--- config.mk ---
export PLATFORM = sky130hd
export DESIGN_NAME = slow_port
export DESIGN_NICKNAME = d
export VERILOG_FILES = /design/src/rtl/slow_port_pkg.sv /design/src/rtl/slow_port_fsm.sv /design/src/rtl/slow_port_timer.sv /design/src/rtl/slow_port_bus.sv /design/src/rtl/slow_port.sv
export SDC_FILE = /design/constraint.sdc
export NUM_CORES = 1
export LEC_CHECK = 0
export CORE_ASPECT_RATIO = 1.25
export CORE_UTILIZATION = 55
export CTS_CLUSTER_SIZE = 12
export DETAILED_ROUTE_END_ITERATION = 12
export DONT_BUFFER_PORTS = 1
export PLACE_DENSITY = 0.7
export SLEW_MARGIN = 30
export SYNTH_ARGS = -nofsm -noshare
export SYNTH_HDL_FRONTEND = slang
export SYNTH_SLANG_ARGS = --single-unit
--- constraint.sdc ---
create_clock -name clk -period 6.2 [get_ports clk]
set_clock_uncertainty 0.2 [all_clocks]
set_input_delay 0.93 -clock clk [delete_from_list [all_inputs] [get_ports clk]]
set_output_delay 0.93 -clock clk [all_outputs]
set_load 0.01 [all_outputs]
--- src/rtl/slow_port_pkg.sv ---
package slow_port_pkg;

    localparam int BYTE_W = 8;

    typedef enum logic [1:0] {
        ST_REQ   = 2'd0,
        ST_QUIET = 2'd1,
        ST_BUSY  = 2'd2
    } port_state_e;

endpackage

--- src/rtl/slow_port_fsm.sv ---
module slow_port_fsm
    import slow_port_pkg::*;
(
    input  logic clk,
    input  logic rst_n,
    input  logic cs,
    input  logic rd,
    input  logic wr,
    input  logic expire,
    output logic accept,
    output logic busy,
    output logic irq
);

    port_state_e state_q;
    port_state_e state_d;

    logic wr_req;
    logic rd_req;

    assign wr_req = cs & wr;
    assign rd_req = cs & rd & ~wr;   // a write wins over a read

    // state register
    always_ff @(posedge clk or negedge rst_n) begin
        if (!rst_n) begin
            state_q <= ST_REQ;
        end else begin
            state_q <= state_d;
        end
    end

    // next state and outputs
    always_comb begin
        state_d = state_q;
        accept  = 1'b0;
        busy    = 1'b0;
        irq     = 1'b0;
        unique case (state_q)
            ST_REQ: begin
                irq = 1'b1;
                if (wr_req) begin
                    accept  = 1'b1;
                    state_d = ST_BUSY;
                end else if (rd_req) begin
                    state_d = ST_QUIET;
                end
            end
            ST_QUIET: begin
                if (wr_req) begin
                    accept  = 1'b1;
                    state_d = ST_BUSY;
                end
            end
            ST_BUSY: begin
                busy = 1'b1;
                if (expire) begin
                    state_d = ST_REQ;
                end
            end
            default: begin
                state_d = ST_REQ;
            end
        endcase
    end

endmodule

--- src/rtl/slow_port_timer.sv ---
module slow_port_timer #(
    parameter int CLK_HZ = 50_000_000
) (
    input  logic clk,
    input  logic rst_n,
    input  logic start,
    input  logic run,
    output logic expire
);

    localparam int CNT_W = (CLK_HZ > 1) ? $clog2(CLK_HZ) : 1;
    localparam logic [CNT_W-1:0] LOAD = CNT_W'(CLK_HZ - 1);

    logic [CNT_W-1:0] cnt_q;

    always_ff @(posedge clk or negedge rst_n) begin
        if (!rst_n) begin
            cnt_q <= '0;
        end else if (start) begin
            cnt_q <= LOAD;
        end else if (run && (cnt_q != '0)) begin
            cnt_q <= cnt_q - 1'b1;
        end
    end

    assign expire = run && (cnt_q == '0);

endmodule

--- src/rtl/slow_port_bus.sv ---
module slow_port_bus
    import slow_port_pkg::*;
(
    input  logic              clk,
    input  logic              rst_n,
    input  logic              cs,
    input  logic              rd,
    input  logic              wr,
    input  logic              accept,
    input  logic [BYTE_W-1:0] wdata,
    output logic              ack,
    output logic              disp_valid,
    output logic [BYTE_W-1:0] disp_byte
);

    always_ff @(posedge clk or negedge rst_n) begin
        if (!rst_n) begin
            ack        <= 1'b0;
            disp_valid <= 1'b0;
            disp_byte  <= '0;
        end else begin
            ack        <= cs & (rd | wr);
            disp_valid <= accept;
            if (accept) begin
                disp_byte <= wdata;
            end
        end
    end

endmodule

--- src/rtl/slow_port.sv ---
module slow_port
    import slow_port_pkg::*;
#(
    parameter int CLK_HZ = 50_000_000
) (
    input  logic              clk,
    input  logic              rst_n,
    input  logic              cs,
    input  logic              rd,
    input  logic              wr,
    input  logic [BYTE_W-1:0] wdata,
    output logic [BYTE_W-1:0] rdata,
    output logic              ack,
    output logic              irq,
    output logic              disp_valid,
    output logic [BYTE_W-1:0] disp_byte
);

    logic accept;
    logic busy;
    logic expire;

    slow_port_fsm u_fsm (
        .clk    (clk),
        .rst_n  (rst_n),
        .cs     (cs),
        .rd     (rd),
        .wr     (wr),
        .expire (expire),
        .accept (accept),
        .busy   (busy),
        .irq    (irq)
    );

    slow_port_timer #(.CLK_HZ(CLK_HZ)) u_timer (
        .clk    (clk),
        .rst_n  (rst_n),
        .start  (accept),
        .run    (busy),
        .expire (expire)
    );

    slow_port_bus u_bus (
        .clk        (clk),
        .rst_n      (rst_n),
        .cs         (cs),
        .rd         (rd),
        .wr         (wr),
        .accept     (accept),
        .wdata      (wdata),
        .ack        (ack),
        .disp_valid (disp_valid),
        .disp_byte  (disp_byte)
    );

    // reads only acknowledge the interrupt; the data is always zero
    assign rdata = '0;

endmodule

==> summary.txt <==
Synthesis
  • Post-synthesis sequential area ratio: 50.13%
  • Most numerous cell in the Yosys netlist: nand2_1
  • Yosys top cell area share: 50.13%
  • Ys async rst share: 100.0%
  • Top_reg_cell synth: dfrtp_1
  • #FFs+latches synth: 38
  • Synthesized instance count: 198
  • Syn Area/Cell: 9.580 um^2
  • Synth unique cells: 39
  • Yosys warnings: 0
  • Number of synthesized flops with an enable pin: 0
  • Synth top area cells: dfrtp_1, nand2_1, xor2_1
  • Synthesized area: 0.001897 mm^2
  • Synth cell count leaders: nand2_1, dfrtp_1, nor2_1
  • Area leader, netlist: dfrtp_1

Detailed routing
  • Via count: 1380
  • Drt pass-1 iters: 4
  • WL final: 3.559 mm
  • 1st-iter DRT viols: 49
  • Residual DRC: 0
  • Vias per cell: 5.948
  • Routed Antenna Nets: 0
  • WL per Instance: 15.34 um

Die
  • Core ar.: 0.003252 mm^2
  • Die Ht: 67.66 um
  • Io pins: 32
  • Die area: 0.003689 mm^2
  • Die Wd: 54.53 um
  • Initial Util: 58.33%
  • Row Count: 23

Final layout
  • Post-layout net count: 208
  • Area growth, synth to finish: 5.673%
  • Layout cell share with drive strength beyond 1: 7.179%
  • # diodes: 0
  • Post-route design area: 0.002004 mm^2

Place
  • Setup WS pre-CTS: 2.844 ns
  • Port buffer count: 0
  • Placed inst area: 0.001862 mm^2
  • Detailed Place HPWL: 2.463 mm
  • Routability Congestion: 0.8324

Global route
  • Tot GR Track Use: 22.28%
  • Grt ovf: 0
  • Largest net degree at the start of global routing: 39
  • Vias in the first global route: 1294
  • First-pass GRT wire length: 5.782 mm
  • Initial antenna violation count: 0

Power
  • Cell Pwr Density: 364.4 mW/mm^2
  • Worst VDD drop: 283.2 uV
  • Leakage: 0.7957 nW

Clock tree
  • CTS tree: built
  • H-tree levels: 2
  • CTS max path bufs: 2
  • Post-CTS setup buffer count: 0
  • Total CTS buffers: 5
  • Clock Sink Count: 38
  • Root Driver: clkbuf_8
  • Clock slew at reported path FFs: 0.07 ns
  • Worst-Skew Late Latency: 0.29 ns
  • CTS Hold Bufs: 0
  • Resized Gates After CTS: 0

Timing
  • Final Max Slew Viols: 0
  • Final hold viol count: 0
  • Fmax: 299.5 MHz
  • Final period util: 53.86%
  • Fin worst setup slack: 2.861 ns
  • Setup TNS: 0 ns
  • RSZ-0062 raised after global routing: false
  • Rel. slew slack: 53.45%
  • Slew of the pin with the lowest slew margin: 0.6924 ns
  • # setup viols final: 0
  • Min Clock Period, post-route: 3.339 ns

Critical path
  • Crit Path Category: flop to flop
  • CP max FO: 15
  • Crit end category: flop
  • Critical path's slowest cell: or4b_1
  • CP arrival: 3.31 ns
  • Required @ worst endpoint: 6.17 ns
  • CP peak stage delay: 0.69 ns
  • Worst-path cell chain: inv_1 > ha_1 > or4b_1 > or4b_1 > o31ai_4 > nor3_1 > or3b_2
  • Crit start category: flop
  • Critical path's most frequent cell: or4b_1

Hold path
  • Worst Hold Class: input port to async pin

Outcome
  • Run status: finished, final reports clean

Run
  • Max-cap violations: 0
per-layer routing:
metal / vias up / track usage [%] / wire (um)
met5: - / 0 / 0
met4: 0 / 8.654 / 58
met3: 6 / 6.081 / 104
met2: 17 / 37.20 / 1874
met1: 676 / 26.64 / 1521
li1: 681 / - / -
power by group:
group,internal (mW),switching [mW],leakage (nW),total [mW]
sequential,0.295,0.0507,0.428,0.346
clock,0.172,0.0869,0.0714,0.258
combinational,0.0423,0.0835,0.296,0.126
state kept, by name, summed over array words and instances (netlist names):
signal and count:
u_bus.ack 1, u_bus.disp_byte 8, u_timer.cnt_q 26, u_bus.disp_valid 1
u_fsm.state_q 2
final cells by class:
cell class / instances / area [um^2]
fillers: 283 / 1247
flip-flops and latches: 38 / 950.9
multi-input cells: 145 / 849.6
clock buffers: 6 / 82.58
clock inverters: 2 / 60.06
well taps: 37 / 46.29
inverters: 4 / 15.01
layout by cell type (no fill, tap or decap), types with 3 or more instances in the layout:
| cell | Yosys | final |
|---|---|---|
| nand2_1 | 43 | 43 |
| nor3_1 | 8 | 8 |
| nor4_1 | 7 | 7 |
| nand4_1 | 4 | 4 |
| a21oi_1 | 3 | 3 |
| xor2_1 | 7 | 7 |
| conb_1 | 1 | 8 |
| dfrtp_1 | 38 | 38 |
| nand3_1 | 6 | 6 |
| inv_1 | 4 | 4 |
| or4_1 | 8 | 8 |
| o211ai_1 | 3 | 3 |
| o21ai_0 | 4 | 4 |
| mux2i_1 | 6 | 6 |
| or2_2 | 3 | 3 |
| clkbuf_8 | 0 | 6 |
| nor2_1 | 9 | 9 |
| o31ai_1 | 3 | 3 |
per-stage QoR:
step / util, % / hold WS, ns / instances / power [mW]
floorplan: - / 0.2393 / 205 / 0.4586
global placement: 57.25 / 0.2528 / 224 / 0.4681
detailed placement: 57.25 / 0.2635 / 224 / 0.4784
CTS: 61.64 / 0.1142 / 232 / 0.7378
global route: 61.64 / 0.1086 / 232 / 0.7680
finish: 61.64 / 0.1202 / 232 / 0.7304
critical path, delay by kind of cell, from the launching register on:
| family | cells | cell delay [ns] |
|---|---|---|
| simple gates | 4 | 1.82 |
| compound gates | 1 | 0.53 |
| flops | 1 | 0.41 |
| buf+inv | 1 | 0.07 |
| fa+ha+maj | 1 | 0.20 |
path summary, 6_finish.rpt:
check	from	end	slack (ns)	cells after the start
worst max-delay path	u_timer.cnt_q[0]$_DFFE_PN0P_	u_timer.cnt_q[13]$_DFFE_PN0P_	2.86	7
worst min-delay path	rst_n	u_timer.cnt_q[12]$_DFFE_PN0P_	0.12	0
worst max register to register	u_timer.cnt_q[0]$_DFFE_PN0P_	u_timer.cnt_q[13]$_DFFE_PN0P_	2.86	7
worst min register to register	u_fsm.state_q[1]$_DFFE_PN0P_	u_fsm.state_q[0]$_DFFE_PN0P_	0.28	1
max in group asynchronous	rst_n	u_timer.cnt_q[5]$_DFFE_PN0P_	5.59	0
min in group clk	u_fsm.state_q[1]$_DFFE_PN0P_	u_fsm.state_q[0]$_DFFE_PN0P_	0.28	1
cell families after synthesis:
family	Yosys count	share of synthesized area, %
muxes	6	3.166
xor gates and xnor gates	7	3.232
and+or+nand+nor	98	26.32
other	1	0.1977
adders and majority gates	1	0.6595
buffers and inverters	22	6.464
DFF	38	50.13
AOI/OAI and AO/OA	25	9.828
Note: power is estimated with default switching activity, not from simulation.
